<file path="config.mk">
export PLATFORM = sky130hd
export DESIGN_NAME = sc_core
export DESIGN_NICKNAME = d
export VERILOG_FILES = /design/src/rtl/sc_pkg.sv /design/src/rtl/sc_ctrl.sv /design/src/rtl/sc_alu.sv /design/src/rtl/sc_regfile.sv /design/src/rtl/sc_core.sv
export SDC_FILE = /design/constraint.sdc
export NUM_CORES = 1
export LEC_CHECK = 0
export ABC_AREA = 1
export BUFFER_PORTS_ARGS = -buffer_cell sky130_fd_sc_hd__buf_4
export CAP_MARGIN = 20
export CORE_UTILIZATION = 40
export CTS_CLUSTER_DIAMETER = 50
export DETAILED_ROUTE_END_ITERATION = 12
export GPL_TIMING_DRIVEN = 0
export HOLD_SLACK_MARGIN = 0.06
export PLACE_DENSITY = 0.74
export SYNTH_ARGS = -nofsm -noshare
export SYNTH_HDL_FRONTEND = slang
export SYNTH_SLANG_ARGS = --single-unit
</file>
<file path="constraint.sdc">
create_clock -name clk -period 1.45 [get_ports clk]
set_input_delay 0.2175 -clock clk [delete_from_list [all_inputs] [get_ports clk]]
set_output_delay 0.2175 -clock clk [all_outputs]
set_load 0.05 [all_outputs]
</file>
<file path="src/rtl/sc_pkg.sv">
package sc_pkg;
  localparam int XLEN = 32;
  localparam int RIDX = 5;

  localparam logic [5:0] OP_RTYPE = 6'h00;
  localparam logic [5:0] OP_LOAD  = 6'h23;
  localparam logic [5:0] OP_STORE = 6'h2B;
  localparam logic [5:0] OP_BEQ   = 6'h04;
  localparam logic [5:0] OP_ORIMM = 6'h0D;
  localparam logic [5:0] OP_JUMP  = 6'h02;

  localparam logic [5:0] FN_ADD = 6'h20;
  localparam logic [5:0] FN_SUB = 6'h22;
  localparam logic [5:0] FN_AND = 6'h24;
  localparam logic [5:0] FN_OR  = 6'h25;
  localparam logic [5:0] FN_SLT = 6'h2A;

  typedef enum logic [2:0] {
    ALU_ADD, ALU_SUB, ALU_AND, ALU_OR, ALU_SLT
  } alu_op_e;

  typedef struct packed {
    logic    reg_write;
    logic    dst_rd;      // 1: write index from rd, 0: from rt
    logic    src_imm;     // 1: second ALU operand is the extended immediate
    logic    zext_imm;    // 1: zero-extend, 0: sign-extend
    logic    mem_to_reg;  // 1: write back loaded word
    logic    mem_write;
    logic    branch;
    logic    jump;
    alu_op_e alu_op;
  } ctrl_t;

  function automatic logic [XLEN-1:0] alu_eval(alu_op_e op, logic [XLEN-1:0] a,
                                               logic [XLEN-1:0] b);
    logic [XLEN-1:0] r;
    case (op)
      ALU_SUB: r = a - b;
      ALU_AND: r = a & b;
      ALU_OR:  r = a | b;
      ALU_SLT: r = {{(XLEN-1){1'b0}}, ($signed(a) < $signed(b))};
      default: r = a + b;
    endcase
    return r;
  endfunction

  function automatic logic [XLEN-1:0] extend_imm(logic [15:0] imm, logic zext);
    return zext ? {{(XLEN-16){1'b0}}, imm} : {{(XLEN-16){imm[15]}}, imm};
  endfunction
endpackage

</file>
<file path="src/rtl/sc_ctrl.sv">
module sc_ctrl
  import sc_pkg::*;
(
  input  logic [5:0] op,
  input  logic [5:0] funct,
  output ctrl_t      ctl
);
  always_comb begin
    ctl        = '0;
    ctl.alu_op = ALU_ADD;
    case (op)
      OP_RTYPE: begin
        ctl.dst_rd = 1'b1;
        ctl.reg_write = 1'b1;
        case (funct)
          FN_ADD:  ctl.alu_op = ALU_ADD;
          FN_SUB:  ctl.alu_op = ALU_SUB;
          FN_AND:  ctl.alu_op = ALU_AND;
          FN_OR:   ctl.alu_op = ALU_OR;
          FN_SLT:  ctl.alu_op = ALU_SLT;
          default: ctl.reg_write = 1'b0;
        endcase
      end
      OP_LOAD: begin
        ctl.reg_write  = 1'b1;
        ctl.src_imm    = 1'b1;
        ctl.mem_to_reg = 1'b1;
      end
      OP_STORE: begin
        ctl.src_imm   = 1'b1;
        ctl.mem_write = 1'b1;
      end
      OP_ORIMM: begin
        ctl.reg_write = 1'b1;
        ctl.src_imm   = 1'b1;
        ctl.zext_imm  = 1'b1;
        ctl.alu_op    = ALU_OR;
      end
      OP_BEQ: begin
        ctl.branch = 1'b1;
        ctl.alu_op = ALU_SUB;
      end
      OP_JUMP: ctl.jump = 1'b1;
      default: ;
    endcase
  end

  // a store never writes back; R7/R8: redirects never write anything
  always_comb begin
    p_store_no_wb_r6: assert (!(ctl.mem_write && ctl.reg_write));
    p_redirect_quiet_r7: assert (!((ctl.branch || ctl.jump) && (ctl.reg_write || ctl.mem_write)));
  end
endmodule

</file>
<file path="src/rtl/sc_alu.sv">
module sc_alu
  import sc_pkg::*;
(
  input  alu_op_e         op,
  input  logic [XLEN-1:0] a,
  input  logic [XLEN-1:0] b,
  output logic [XLEN-1:0] y,
  output logic            zero
);
  assign y    = alu_eval(op, a, b);
  assign zero = (y == '0);

  // the subtraction flag means operand equality
  always_comb begin
    if (op == ALU_SUB) p_zero_means_equal_r7: assert (zero == (a == b));
  end
endmodule

</file>
<file path="src/rtl/sc_regfile.sv">
module sc_regfile
  import sc_pkg::*;
#(
  parameter int AW = RIDX,
  localparam int NREG = 1 << AW
) (
  input  logic            clk,
  input  logic            rst,
  input  logic            we,
  input  logic [AW-1:0]   waddr,
  input  logic [XLEN-1:0] wdata,
  input  logic [AW-1:0]   raddr_a,
  input  logic [AW-1:0]   raddr_b,
  output logic [XLEN-1:0] rdata_a,
  output logic [XLEN-1:0] rdata_b
);
  logic [XLEN-1:0] regs [NREG];

  for (genvar g = 0; g < NREG; g++) begin : g_reg
    if (g == 0) begin : g_zero
      assign regs[g] = '0;
    end else begin : g_store
      always_ff @(posedge clk) begin
        if (we && (waddr == AW'(g))) regs[g] <= wdata;
      end
    end
  end

  assign rdata_a = regs[raddr_a];
  assign rdata_b = regs[raddr_b];

  // a write to a nonzero register lands by the next cycle
  p_write_lands_r2: assert property (@(posedge clk) disable iff (rst)
    (we && waddr != '0) |=> (regs[$past(waddr)] == $past(wdata)));
  // a write aimed at register 0 leaves it reading zero
  p_r0_stays_zero_r9: assert property (@(posedge clk) disable iff (rst)
    (we && waddr == '0) |=> (regs[0] == '0));
endmodule

</file>
<file path="src/rtl/sc_core.sv">
module sc_core
  import sc_pkg::*;
#(
  parameter int IMEM_AW = 6,
  parameter int DMEM_AW = 6,
  localparam int IMEM_WORDS = 1 << IMEM_AW,
  localparam int DMEM_WORDS = 1 << DMEM_AW
) (
  input  logic            clk,
  input  logic            rst,
  output logic [XLEN-1:0] pc_o,
  output logic            rf_we_o,
  output logic [RIDX-1:0] rf_waddr_o,
  output logic [XLEN-1:0] rf_wdata_o,
  output logic            dm_we_o,
  output logic [XLEN-1:0] dm_addr_o,
  output logic [XLEN-1:0] dm_wdata_o
);
  logic [XLEN-1:0] imem [IMEM_WORDS];
  logic [XLEN-1:0] dmem [DMEM_WORDS];

  logic [XLEN-1:0] pc, pc_next, pc_plus4, br_target, j_target;
  logic [XLEN-1:0] instr, imm_ext, rd_a, rd_b, alu_b, alu_y, dm_rdata, wb_data;
  logic [RIDX-1:0] waddr;
  logic            alu_zero, branch_taken;
  ctrl_t           ctl;

  assign instr = imem[pc[IMEM_AW+1:2]];

  sc_ctrl u_ctrl (.op(instr[31:26]), .funct(instr[5:0]), .ctl(ctl));

  assign waddr = ctl.dst_rd ? instr[15:11] : instr[20:16];

  sc_regfile u_rf (
    .clk(clk), .rst(rst), .we(ctl.reg_write), .waddr(waddr), .wdata(wb_data),
    .raddr_a(instr[25:21]), .raddr_b(instr[20:16]), .rdata_a(rd_a), .rdata_b(rd_b)
  );

  assign imm_ext = extend_imm(instr[15:0], ctl.zext_imm);
  assign alu_b   = ctl.src_imm ? imm_ext : rd_b;

  sc_alu u_alu (.op(ctl.alu_op), .a(rd_a), .b(alu_b), .y(alu_y), .zero(alu_zero));

  assign dm_rdata = dmem[alu_y[DMEM_AW+1:2]];
  assign wb_data  = ctl.mem_to_reg ? dm_rdata : alu_y;

  assign pc_plus4     = pc + XLEN'(4);
  assign br_target    = pc_plus4 + (imm_ext << 2);
  assign j_target     = {pc_plus4[XLEN-1:XLEN-4], instr[25:0], 2'b00};
  assign branch_taken = ctl.branch && alu_zero;

  always_comb begin
    if (ctl.jump)          pc_next = j_target;
    else if (branch_taken) pc_next = br_target;
    else                   pc_next = pc_plus4;
  end

  always_ff @(posedge clk) begin
    if (rst) pc <= '0;
    else     pc <= pc_next;
  end

  always_ff @(posedge clk) begin
    if (ctl.mem_write) dmem[alu_y[DMEM_AW+1:2]] <= rd_b;
  end

  assign pc_o       = pc;
  assign rf_we_o    = ctl.reg_write;
  assign rf_waddr_o = waddr;
  assign rf_wdata_o = wb_data;
  assign dm_we_o    = ctl.mem_write;
  assign dm_addr_o  = alu_y;
  assign dm_wdata_o = rd_b;

  // reset forces the counter to zero
  p_pc_reset_r1: assert property (@(posedge clk) rst |=> (pc == '0));
  // no redirect means a plain step of four bytes
  p_seq_step_r11: assert property (@(posedge clk) disable iff (rst)
    (!branch_taken && !ctl.jump) |=> (pc == $past(pc) + XLEN'(4)));
  // a taken branch lands at the scaled offset past the next word
  p_branch_dest_r7: assert property (@(posedge clk) disable iff (rst)
    branch_taken |=> ($signed(pc - $past(pc) - XLEN'(4)) == ($signed($past(imm_ext)) * 4)));
  // a jump keeps the upper nibble and takes the target field
  p_jump_dest_r8: assert property (@(posedge clk) disable iff (rst)
    ctl.jump |=> (pc[27:0] == {$past(instr[25:0]), 2'b00}));
  // one instruction never both stores and writes back
  p_single_effect_r6: assert property (@(posedge clk) disable iff (rst)
    !(dm_we_o && rf_we_o));
endmodule

</file>
# Word-level counts from Yosys, hierarchy flattened
# Memory sizes are Yosys's and may differ from the RTL's.
# Cells that the tools add are included.
# word_totals
memories	1
wordCells	154
inputBits	2
register_bits	1024
out_inout_bits	135
ramBits	2048
# classes
bitwise_logic	4
n_eq_ne	45
muxes	26
n_lt_le_gt_ge	3
reduce_logical	38
add_sub_neg	4
# mem_list
name	depth	width	rd	rd_clocked_by_memory_dff	write_ports	line	text
dmem	64	32	1	0	1	sc_core.sv:20	logic [XLEN-1:0] dmem [DMEM_WORDS];
# ops
op	count
$bmux W32 S5	2
$mux W32	9
$pmux W32 S4	1
$eq A5 B5 Y1 const B	16
$add A32 B32 Y32	2
$eq A6 B6 Y1 const AB	7
$eq A5 B4 Y1 const B	8
$add A32 B3 Y32 const B	1
$and A32 B32 Y32	1
$logic_and A1 B1 Y1	32
$logic_not A32 Y1	1
$lt A32 B32 Y1	1
$or A32 B32 Y32	1
$sub A32 B32 Y32	1
$eq A5 B3 Y1 const B	4
$ge A6 B6 Y1 const B	2
$not A5 Y6 const A	2
$pmux W3 S4	1
$eq A5 B2 Y1 const B	2
$mux W1	10
$pmux W3 S3	1
$eq A3 B2 Y1 const B	2
$eq A6 B2 Y1 const AB	1
$eq A6 B3 Y1 const AB	1
10 further kinds	11

# Depth between registers and ports, before layout
# logic_depth
ltp_word	11
depth_mapped	8
depth_no_buf	8

# Cells and area by module
# Synthesis repeated with hierarchy kept, for this count alone.
# unflattened
cells_unflattened	16187
hier_area_um2	146332.8
# by_module_without_submodules
mod	area_per_inst_um2	n_inst	seq_area_each_um2	cells_each
sc_core	88227.1	1	62099.6	8812
sc_regfile	51310.5	1	29788.6	6018
sc_alu	6530.0	1	0.0	1298
sc_ctrl	265.3	1	0.0	59

# Worst setup path after synthesis
# Ideal clock, no wire load.
# synth_timing
path_kind	reg-to-reg
startpoint	register pc[2] (netlist: pc_o[2])
endpoint	register pc[24] (netlist: pc_o[24])
slack_ns	-0.264
stages_incl_launch_ff	9
synth_period_minus_slack_ns	1.714
setup_ns	0.117
required_ns	1.333
path_buffers	0
arrival_ns	1.597
path_cell_list	dfxtp_1 > ha_1 > nand2_1 > nor2_4 > nand2_2 > nor2_4 > nand3_1 > nand2_1 > nor2_1
# synth_between
elab_chain_len	4
# synth_rtl
element	line	text
from (decl)	sc_core.sv:22	logic [XLEN-1:0] pc, pc_next, pc_plus4, br_target, j_target;
from (signal assigned)	sc_core.sv:60	else pc <= pc_next;
$add A32 B3 Y32 (*)	sc_core.sv:47	assign pc_plus4 = pc + XLEN'(4);
$add A32 B32 Y32	sc_core.sv:48	assign br_target = pc_plus4 + (imm_ext << 2);
$mux W32 (*)	sc_core.sv:54	else if (branch_taken) pc_next = br_target;
$mux W32 (*)	sc_core.sv:53	if (ctl.jump) pc_next = j_target;
# Every way passes the cells marked *; elsewhere a longest branch is shown, timed or not. The select of a mux whose other input is x is not followed.
# A chain may end at the register's enable or synchronous reset.

# Final worst setup path
# layout_timing
startpoint	register pc[2] (netlist: pc_o[2])
endpoint	register pc[14] (netlist: pc_o[14])
# Same word-level chain as after synthesis.

==> flow_metrics.tcl <==
set metrics [dict create \
    drtPass1Iterations 5 \
    mostFrequentLayoutCell "buf_4" \
    syn_area_um2 2330 \
    cts_root_buffer "clkbuf_8" \
    area.growth.synth_to_final_pct 38.5 \
    p_seq_share_pct 32.2 \
    drtIter0Drc 50 \
    skew_ns 0.00532 \
    cp.arrival_ns 1.57 \
    largest_register_ffs 30 \
    die_w_um 78.3 \
    switching_share_pct 38.6 \
    antenna_found_initial 0 \
    synthArstFlopShare_pct 0 \
    cp_data_required_time_ns 1.62 \
    grt_max_degree 11 \
    remaining_drc_errors 0 \
    ys_ff_latch 30 \
    n_antenna_cell 0 \
    multi_input_area_um2 1290 \
    clockPowerShare_pct 33.0 \
    vias_per_cell 3.71 \
    fillCellCount 556 \
    drt-total-wl_um 4630 \
    crit_path_max_fanout 5 \
    synth-edff-count 0 \
    final_cell_mix "buf_4, conb_1, nand2_1" \
    maxClockFrequency_ghz 0.719 \
    status "completed" \
    worstMarginPinSlew_ns 0.512 \
    power.switching_mw 1.01 \
    die_area_um2 6140 \
    cts_tree "yes" \
    dp_hpwl_um 3740 \
    slew_headroom_pct 65.9 \
    r2r_setup_slack_ns 0.06 \
    grt_pass1_vias 1546 \
    drive_gt1_share_pct 38.6 \
    drv_slew 0 \
    utilization_pct 57.9 \
    gp_congestion 0.838 \
    rows 27 \
    syn_avg_cell_area_um2 6.96 \
    synth_cell_types 24 \
    finalSetupViolCount 0 \
    end_kind "flip-flop" \
    synthCells 335 \
    worst_setup_path_start_kind "flip-flop" \
    path_clk_slew_ns 0.06 \
    vias 2046 \
    ctsHoldBuffers 0 \
    p_comb_share_pct 34.8 \
    fin_crit_ns 1.39 \
    stdcell_count 551 \
    grt.total_usage_pct 14.2 \
    grt_overflow 0 \
    wl_per_cell_um 8.40 \
    cts.path.max_buffers 2 \
    internal_power_mw 1.60 \
    initial_core_util_pct 41.8 \
    vdd_drop_max_mv 0.536 \
    yosysSeqAreaShare_pct 25.8 \
    leakagePower_nw 1.76 \
    fin_setup_tns_ns 0 \
    finalHoldViolations 0 \
    yosysWarnings 0 \
    synthFlopType "dfxtp_1" \
    fin_crit_sh_pct 96.0 \
    grt_pass1_wl_um 6800 \
    ioPinCount 137 \
    core-area_um2 5570 \
    portBuffers 31 \
    insertion_delay_ns 0.28 \
    dp.cells 542 \
    seq_area_um2 631 \
    maxCapViolations 0 \
    critPathKind "flip-flop to flip-flop" \
    dieHeight_um 78.3 \
    fin_nets 482 \
    htree_levels 2 \
    clkSinkCount 30 \
    powerDensity_nw_per_um2 808 \
    antenna_left 0 \
    cts_buffers 5 \
    hold_class "primary input to flip-flop" \
]
[timing repair]
action	in CTS	in global routing
hold endpoints to repair	0	0
setup buffers	0	2
endpoints found under the setup margin	0	9
resized for setup	0	6
[path summary, 6_finish.rpt]
check | from | endpoint | cells after the start
setup / recovery | pc_o[2] | pc_o[14] | 7
hold / removal | rst | pc_o[13] | 3
setup reg to reg | pc_o[2] | pc_o[14] | 7
hold reg to reg | pc_o[2] | pc_o[2] | 1
[metrics by stage]
stage | setup slack (ns) | hold slack, ns | cell area [µm²] | total power, mW
final | 0.0584 | 0.214 | 3230 | 2.61
after detailed placement | 0.0688 | 0.435 | 3070 | 1.75
after floorplan | 0.0347 | 0.397 | 2750 | 1.72
after global placement | 0.115 | 0.419 | 3070 | 1.75
after global routing | -0.0102 | 0.220 | 3230 | 2.69
after CTS | 0.0566 | 0.204 | 3190 | 2.61
[per-layer routing]
| layer | global-route usage [%] | routed length [µm] |
|---|---|---|
| met4 | 7.04 | 80 |
| met3 | 3.95 | 433 |
| met1 | 16.3 | 1900 |
| met5 | 0 | 0 |
| met2 | 24.1 | 2210 |
[final cells by class]
class | instances | area share (%)
clock inverters | 1 | 0.930
inverters | 17 | 1.98
multi-input cells | 285 | 39.9
flip-flops and latches | 30 | 19.5
clock buffers | 6 | 2.56
well taps | 72 | 2.79
repair buffers | 33 | 7.67
plain buffers | 107 | 24.6
[power by group through the flow]
stage	Combinational (mW)	Clock, mW	Sequential, mW
2_1_floorplan	0.844	0	0.880
3_3_place_gp	0.890	0	0.856
3_5_place_dp	0.891	0	0.856
4_1_cts	0.892	0.882	0.837
5_1_grt	0.943	0.908	0.841
6_report	0.908	0.861	0.840
[critical path: stages, from the launching register on]
cell and delay [ns]:
dfxtp_4 0.38, ha_4 0.14, nand2_2 0.07, nor2_4 0.18
nand2_4 0.11, nor2_4 0.17, a21oi_1 0.08, and2_1 0.16
[cells in the mapped netlist (all sizes together), types with 3 or more instances]
library cell / n / area, µm²
buf: 105 / 788
nor2: 67 / 328
nand2: 63 / 262
dfxtp: 30 / 601
a21oi: 19 / 95.1
inv: 16 / 60.1
nand3: 13 / 65.1
o21ai: 5 / 25.0
nor3: 3 / 15.0
[cells by family (layout without fill, tap and decap cells)]
group	Yosys count	after routing	share of synthesized area [%]
buffers and inverters	124	164	36.9
DFF	30	30	25.8
and+or+nand+nor	150	150	29.8
xor gates and xnor gates	2	2	0.752
AOI/OAI and AO/OA	27	27	6.12
other	1	105	0.161
adders and majority gates	1	1	0.537
No activity file was read; power rests on OpenSTA's default activity.
